<file path="src/rtl/nfs_pkg.sv">
package nfs_pkg;
  localparam int SLOT_W  = 2;
  localparam int NUM_AUX = 2;

  typedef logic [SLOT_W-1:0] slot_t;

  typedef struct packed {
    logic  net;
    slot_t last_slot;
    logic  wide;
  } frame_cfg_t;
endpackage

</file>
<file path="src/rtl/nfs_prescaler.sv">
module nfs_prescaler #(
  parameter int PRESC_W = 8
) (
  input  logic               clk,
  input  logic               rst_n,
  input  logic               run,
  input  logic [PRESC_W-1:0] div_n,
  output logic               bclk,
  output logic               rise_tick
);
  logic [PRESC_W-1:0] pcnt_q, pcnt_d;
  logic               bclk_q, bclk_d;
  logic               wrap;

  assign wrap = (pcnt_q >= div_n);

  always_comb begin
    pcnt_d = pcnt_q;
    bclk_d = bclk_q;
    if (!run) begin
      pcnt_d = '0;
      bclk_d = 1'b0;
    end else if (wrap) begin
      pcnt_d = '0;
      bclk_d = ~bclk_q;
    end else begin
      pcnt_d = pcnt_q + 1'b1;
    end
  end

  always_ff @(posedge clk or negedge rst_n) begin
    if (!rst_n) begin
      pcnt_q <= '0;
      bclk_q <= 1'b0;
    end else begin
      pcnt_q <= pcnt_d;
      bclk_q <= bclk_d;
    end
  end

  assign rise_tick = run && wrap && !bclk_q;
  assign bclk      = bclk_q;
endmodule

</file>
<file path="src/rtl/nfs_framer.sv">
module nfs_framer
  import nfs_pkg::*;
#(
  parameter int SHORT_LEN = 8,
  parameter int LONG_LEN  = 16,
  localparam int BIT_W    = $clog2(LONG_LEN)
) (
  input  logic             clk,
  input  logic             rst_n,
  input  logic             run,
  input  logic             rise_tick,
  input  frame_cfg_t       cfg_in,
  output slot_t            nxt_slot,
  output logic [BIT_W-1:0] nxt_bit,
  output logic [BIT_W-1:0] nxt_wl_m1,
  output frame_cfg_t       nxt_cfg
);
  logic             started_q, started_d;
  slot_t            slot_q, slot_d;
  logic [BIT_W-1:0] bit_q, bit_d;
  frame_cfg_t       cfg_q, cfg_d;
  logic [BIT_W-1:0] cur_wl_m1;

  function automatic logic [BIT_W-1:0] len_m1(input logic wide);
    return wide ? BIT_W'(LONG_LEN - 1) : BIT_W'(SHORT_LEN - 1);
  endfunction

  assign cur_wl_m1 = len_m1(cfg_q.wide);

  // Position the next bclk rise will enter
  always_comb begin
    nxt_cfg  = cfg_q;
    nxt_slot = slot_q;
    nxt_bit  = bit_q;
    if (!started_q) begin
      nxt_cfg  = cfg_in;
      nxt_slot = cfg_in.last_slot;
      nxt_bit  = len_m1(cfg_in.wide);
    end else if (bit_q == cur_wl_m1) begin
      nxt_bit = '0;
      if (slot_q == cfg_q.last_slot) begin
        nxt_slot = '0;
        nxt_cfg  = cfg_in;
      end else begin
        nxt_slot = slot_t'(slot_q + 1'b1);
      end
    end else begin
      nxt_bit = bit_q + 1'b1;
    end
  end

  assign nxt_wl_m1 = len_m1(nxt_cfg.wide);

  always_comb begin
    started_d = started_q;
    slot_d    = slot_q;
    bit_d     = bit_q;
    cfg_d     = cfg_q;
    if (!run) begin
      started_d = 1'b0;
      slot_d    = '0;
      bit_d     = '0;
    end else if (rise_tick) begin
      started_d = 1'b1;
      slot_d    = nxt_slot;
      bit_d     = nxt_bit;
      cfg_d     = nxt_cfg;
    end
  end

  always_ff @(posedge clk or negedge rst_n) begin
    if (!rst_n) begin
      started_q <= 1'b0;
      slot_q    <= '0;
      bit_q     <= '0;
      cfg_q     <= '0;
    end else begin
      started_q <= started_d;
      slot_q    <= slot_d;
      bit_q     <= bit_d;
      cfg_q     <= cfg_d;
    end
  end
endmodule

</file>
<file path="src/rtl/nfs_sync_dec.sv">
module nfs_sync_dec
  import nfs_pkg::*;
#(
  parameter int BIT_W = 4
) (
  input  logic                          clk,
  input  logic                          rst_n,
  input  logic                          run,
  input  logic                          rise_tick,
  input  slot_t                         nxt_slot,
  input  logic [BIT_W-1:0]              nxt_bit,
  input  logic [BIT_W-1:0]              nxt_wl_m1,
  input  frame_cfg_t                    nxt_cfg,
  input  logic [NUM_AUX-1:0]            aux_en,
  input  logic [NUM_AUX-1:0][SLOT_W-1:0] aux_slot,
  output logic                          main_fs,
  output logic [NUM_AUX-1:0]            aux_fs
);
  logic  on_last, frame_end;
  slot_t upcoming;
  logic  main_q, main_d;

  assign on_last   = (nxt_bit == nxt_wl_m1);
  assign frame_end = (nxt_slot == nxt_cfg.last_slot);
  assign upcoming  = frame_end ? '0 : slot_t'(nxt_slot + 1'b1);

  always_comb begin
    main_d = main_q;
    if (!run)           main_d = 1'b0;
    else if (rise_tick) main_d = on_last && frame_end;
  end

  always_ff @(posedge clk or negedge rst_n) begin
    if (!rst_n) main_q <= 1'b0;
    else        main_q <= main_d;
  end

  assign main_fs = main_q;

  for (genvar g = 0; g < NUM_AUX; g++) begin : g_aux
    logic hit, fs_q, fs_d;

    assign hit = nxt_cfg.net && aux_en[g] && on_last &&
                 (upcoming == aux_slot[g]) &&
                 (aux_slot[g] <= nxt_cfg.last_slot);

    always_comb begin
      fs_d = fs_q;
      if (!run)           fs_d = 1'b0;
      else if (rise_tick) fs_d = hit;
    end

    always_ff @(posedge clk or negedge rst_n) begin
      if (!rst_n) fs_q <= 1'b0;
      else        fs_q <= fs_d;
    end

    assign aux_fs[g] = fs_q;
  end
endmodule

</file>
<file path="src/rtl/net_fsync_gen.sv">
module net_fsync_gen
  import nfs_pkg::*;
#(
  parameter int PRESC_W   = 8,
  parameter int SHORT_LEN = 8,
  parameter int LONG_LEN  = 16,
  localparam int BIT_W    = $clog2(LONG_LEN)
) (
  input  logic               clk,
  input  logic               rst_n,
  input  logic               enable,
  input  logic               sync_mode,
  input  logic [PRESC_W-1:0] prescale,
  input  logic               net_mode,
  input  logic [SLOT_W-1:0]  slots_m1,
  input  logic               word16,
  input  logic               aux_a_en,
  input  logic [SLOT_W-1:0]  aux_a_slot,
  input  logic               aux_b_en,
  input  logic [SLOT_W-1:0]  aux_b_slot,
  output logic               bclk,
  output logic               fsync,
  output logic               aux_a_fs,
  output logic               aux_b_fs,
  output logic               cfg_err
);
  logic                           run, rise_tick;
  frame_cfg_t                     cfg_in, nxt_cfg;
  slot_t                          nxt_slot;
  logic [BIT_W-1:0]               nxt_bit, nxt_wl_m1;
  logic [NUM_AUX-1:0]             aux_en_v, aux_fs_v;
  logic [NUM_AUX-1:0][SLOT_W-1:0] aux_slot_v;
  logic                           err_q, err_d;

  assign run              = enable && sync_mode;
  assign cfg_in.net       = net_mode;
  assign cfg_in.last_slot = net_mode ? slots_m1 : '0;
  assign cfg_in.wide      = word16;
  assign aux_en_v         = {aux_b_en, aux_a_en};
  assign aux_slot_v       = {aux_b_slot, aux_a_slot};

  nfs_prescaler #(.PRESC_W(PRESC_W)) presc_i (
    .clk(clk), .rst_n(rst_n), .run(run), .div_n(prescale),
    .bclk(bclk), .rise_tick(rise_tick)
  );

  nfs_framer #(.SHORT_LEN(SHORT_LEN), .LONG_LEN(LONG_LEN)) framer_i (
    .clk(clk), .rst_n(rst_n), .run(run), .rise_tick(rise_tick),
    .cfg_in(cfg_in), .nxt_slot(nxt_slot), .nxt_bit(nxt_bit),
    .nxt_wl_m1(nxt_wl_m1), .nxt_cfg(nxt_cfg)
  );

  nfs_sync_dec #(.BIT_W(BIT_W)) dec_i (
    .clk(clk), .rst_n(rst_n), .run(run), .rise_tick(rise_tick),
    .nxt_slot(nxt_slot), .nxt_bit(nxt_bit), .nxt_wl_m1(nxt_wl_m1),
    .nxt_cfg(nxt_cfg), .aux_en(aux_en_v), .aux_slot(aux_slot_v),
    .main_fs(fsync), .aux_fs(aux_fs_v)
  );

  assign aux_a_fs = aux_fs_v[0];
  assign aux_b_fs = aux_fs_v[1];

  assign err_d = enable && !sync_mode;

  always_ff @(posedge clk or negedge rst_n) begin
    if (!rst_n) err_q <= 1'b0;
    else        err_q <= err_d;
  end

  assign cfg_err = err_q;
endmodule

</file>
<file path="config.mk">
export PLATFORM = sky130hd
export DESIGN_NAME = net_fsync_gen
export DESIGN_NICKNAME = d
export VERILOG_FILES = /design/src/rtl/nfs_pkg.sv /design/src/rtl/nfs_prescaler.sv /design/src/rtl/nfs_framer.sv /design/src/rtl/nfs_sync_dec.sv /design/src/rtl/net_fsync_gen.sv
export SDC_FILE = /design/constraint.sdc
export NUM_CORES = 1
export LEC_CHECK = 0
export BUFFER_PORTS_ARGS = -buffer_cell sky130_fd_sc_hd__buf_2
export CAP_MARGIN = 25
export CORE_UTILIZATION = 60
export CTS_CLUSTER_SIZE = 12
export DETAILED_ROUTE_END_ITERATION = 8
export PLACE_DENSITY = 0.92
export SYNTH_ARGS = -nofsm -noshare
export SYNTH_HDL_FRONTEND = slang
export SYNTH_SLANG_ARGS = --single-unit
</file>
<file path="constraint.sdc">
create_clock -name clk -period 7.6 [get_ports clk]
set_clock_uncertainty 0.1 [all_clocks]
set_input_delay 1.14 -clock clk [delete_from_list [all_inputs] [get_ports clk]]
set_output_delay 1.14 -clock clk [all_outputs]
set_load 0.01 [all_outputs]
</file>
==> flow_metrics.py <==
metrics = {
    "logic_synthesis": {
        "yosys_warnings": 0,
        "synthFlopType": "dfrtp_1",
        "yosys-top-cells-count": "24 x dfrtp_1, 20 x nor2_1, 16 x inv_1",
        "synth-simple-area-share_pct": 17.5,
        "yosysSeqAreaShare_pct": 36.0,
        "synth_area_per_cell_um2": 9.48,
        "synth_xor_area_share_pct": 9.90,
        "synth_most_common_cell": "dfrtp_1",
        "synth_edf_count": 0,
        "syn_area_um2": 1670,
        "synth-async-reset-ratio_pct": 100,
        "synth-seq-cells": 24,
        "synth_nets": 212,
        "synth_top_area_cell": "dfrtp_1",
        "synthTopCellsByArea": "dfrtp_1 36%, ha_1 10%, xnor2_1 5.2%, nor2_1 4.5%, xor2_1 3.7%",
        "muxShareOfSynthArea_pct": 4.50,
        "synth_compound_area_share_pct": 17.6,
        "synth_top_family_by_area": "compound AO/OA/AOI/OAI gates",
        "synth_fa_ha_area_share_pct": 10.5,
        "yosys.cell_types.count": 38,
        "syn_inst": 176,
        "yosys.area.top_type_share_pct": 36.0,
    },
    "timing": {
        "slew_violations": 0,
        "period_share_pct": 40.6,
        "worst_pin_slew_ns": 0.820,
        "setup-tns-final_ns": 0,
        "layout_min_cycle_time_ns": 3.09,
        "relSlewSlack_pct": 45.2,
        "finalSetupViolCount": 0,
        "rsz0062_at_grt": "no",
        "hold_violations": 0,
        "fmax_mhz": 324,
    },
    "placement": {
        "place_area_um2": 1830,
        "gp_congestion": 0.890,
        "dp_cells": 230,
        "place.port_buffers": 26,
        "hpwl_mm": 2.89,
    },
    "layout": {
        "syn_to_final_growth_pct": 10.9,
        "drive_above_1_share_pct": 19.7,
        "fin_nets": 241,
        "final_area_um2": 1850,
        "num_antenna_cells": 0,
        "final_core_util_pct": 72.8,
        "fin_cells": 233,
        "fillCellCount": 185,
    },
    "power_and_ir_drop": {
        "p_int_uw": 167,
        "p_switching_uw": 67.2,
        "p_clk_share_pct": 24.6,
        "irDropWorstVdd_v": 0.000133,
        "comb_power_share_pct": 17.9,
        "p_sw_share_pct": 28.7,
        "leakage_uw": 0.000960,
        "power_uw": 234,
        "seqPwrFrac_pct": 57.5,
        "power_density_nw_per_um2": 127,
    },
    "clocking": {
        "cts_tree": "yes",
        "cts_buffers": 3,
        "numClockSinks": 24,
        "cts_setup_buffers": 0,
        "ctsResizeCount": 0,
        "path_clk_slew_ns": 0.13,
        "holdBufCountCts": 0,
        "clock_latency_ns": 0.33,
        "cts_root_buf": "clkbuf_4",
        "clk_path_buf_depth": 2,
        "cts-htree-levels": 1,
    },
    "outcome": {
        "status": "complete, no violations",
    },
    "drt": {
        "drt_iter0_drc": 43,
        "avgViaCountPerCell": 5.95,
        "wl_mm": 3.56,
        "drt_first_pass_iters": 4,
        "vias": 1387,
        "drc_errors": 0,
        "detail-route-antenna-nets": 0,
        "wl_per_cell_um": 15.3,
    },
    "floorplan": {
        "rows": 18,
        "die_x_um": 54.7,
        "start_util_pct": 65.6,
        "die_y_um": 54.7,
        "ios": 27,
        "core_um2": 2540,
        "die_area_um2": 3000,
    },
    "global_routing": {
        "grt_pass1_wl_mm": 5.85,
        "grt_remaining_overflow": 0,
        "antenna_found_initial": 0,
        "met1_usage_pct": 31.1,
        "gr-max-usage-layer": "met2",
        "first_global_vias": 1401,
        "met2_usage_pct": 50.4,
        "met3_usage_pct": 3.61,
        "track_usage_pct": 28.2,
        "grt_max_degree": 25,
    },
    "setup_path": {
        "cp_slowest_stage_delay_ns": 0.54,
        "start_kind": "input pin",
        "cp_num_buf_inv": 2,
        "path_cells": "buf_2 -> inv_1 -> ha_1 -> and3_1 -> nand3_1 -> o21a_1 -> nor3_1 -> and2_1 -> mux2_2",
        "crit_slowest_cell": "nor3_1",
        "required_ns": 7.73,
        "end_kind": "flop",
        "worstPathArrival_ns": 3.21,
        "crit_fanout": 6,
        "crit_family": "simple AND/OR/NAND/NOR gates",
        "crit_type": "input pin to flop",
    },
    "worst_hold_path": {
        "hold_path.class": "flop to flop",
    },
    "job": {
        "drv_cap": 0,
    },
}
-- path summary, 6_finish.rpt --
| kind | start | to | slack, ns | cells past startpoint |
|---|---|---|---|---|
| setup / recovery | prescale[7] | framer_i.cfg_q[3] | 4.51 | 9 |
| setup reg to reg | framer_i.bit_q[0] | dec_i.g_aux[1].fs_q | 4.64 | 9 |
| min in group asynchronous | rst_n | presc_i.pcnt_q[5] | 0.67 | 1 |
| max in group asynchronous | rst_n | dec_i.g_aux[0].fs_q | 6.37 | 1 |
| hold / removal | dec_i.g_aux[0].fs_q | dec_i.g_aux[0].fs_q | 0.40 | 2 |
| hold reg to reg | dec_i.g_aux[0].fs_q | dec_i.g_aux[0].fs_q | 0.40 | 2 |
-- worst min-delay path, stage by stage, from the launching register on --
cell and delay, ns:
dfrtp_1 0.36, nand2_1 0.06, o31ai_2 0.05
-- sequential cells by signal (all words and copies together), names as in the netlist --
register and cells:
presc_i.bclk 1, cfg_err 1, dec_i.g_aux.fs_q 2, dec_i.main_fs 1, framer_i.slot_q 2, framer_i.started_q 1, framer_i.cfg_q 4, presc_i.pcnt_q 8
framer_i.bit_q 4
-- cell usage in the layout (no fill, tap or decap), drive strengths merged, types with 2 or more instances in the layout --
cell type,Yosys,routed
a31oi,3,3
dfrtp,24,24
mux2i,3,3
nor2b,6,6
and2,4,4
a311oi,4,4
nand3,10,10
inv,16,16
o31ai,2,2
a21o,5,5
xor2,8,8
nor2,20,20
xnor2,10,10
nor3,2,2
buf,0,26
nand2,9,9
nand2b,2,2
clkbuf,2,3
a21oi,6,6
ha,14,14
and3,3,3
o41ai,2,2
o21ai,7,7
mux2,4,4
-- per-layer routing --
metal  part of all wire (%)  vias to the layer above
met5                      0                        -
met4                    3.2                        0
met3                    4.7                       13
met2                     53                       43
met1                     39                      657
li1                       -                      674
-- logic make-up after synthesis --
logic type	Yosys count
compound gates	35
xor+xnor	18
fa+ha+maj	14
buf+inv	18
flops	24
mux	7
simple gates	60
-- per-stage QoR --
stage | hold slack (ns) | setup WS (ns)
floorplan | 0.368 | 4.62
global placement | 0.372 | 4.27
detailed placement | 0.371 | 4.14
CTS | 0.399 | 4.49
global route | 0.423 | 4.36
finish | 0.399 | 4.51
-- final cells by class --
cell class	instances	area, um2	share of cell area (%)
Clock buffer	3	22.5	1.22
Inverter	16	60.1	3.24
Multi-Input combinational cell	134	1000	54.1
Sequential cell	24	601	32.4
Tap cell	30	37.5	2.03
Timing Repair Buffer	26	130	7.03
-- power groups by stage --
stage                     clock network, uW  logic (uW)  registers (uW)
after floorplan                           0        26.3             137
after global placement                    0        39.0             137
after detailed placement                  0        42.1             137
after CTS                              57.3        42.3             135
after global routing                   61.5        47.0             135
final                                  57.8        41.9             135
Power figures use the tool's default switching activity.
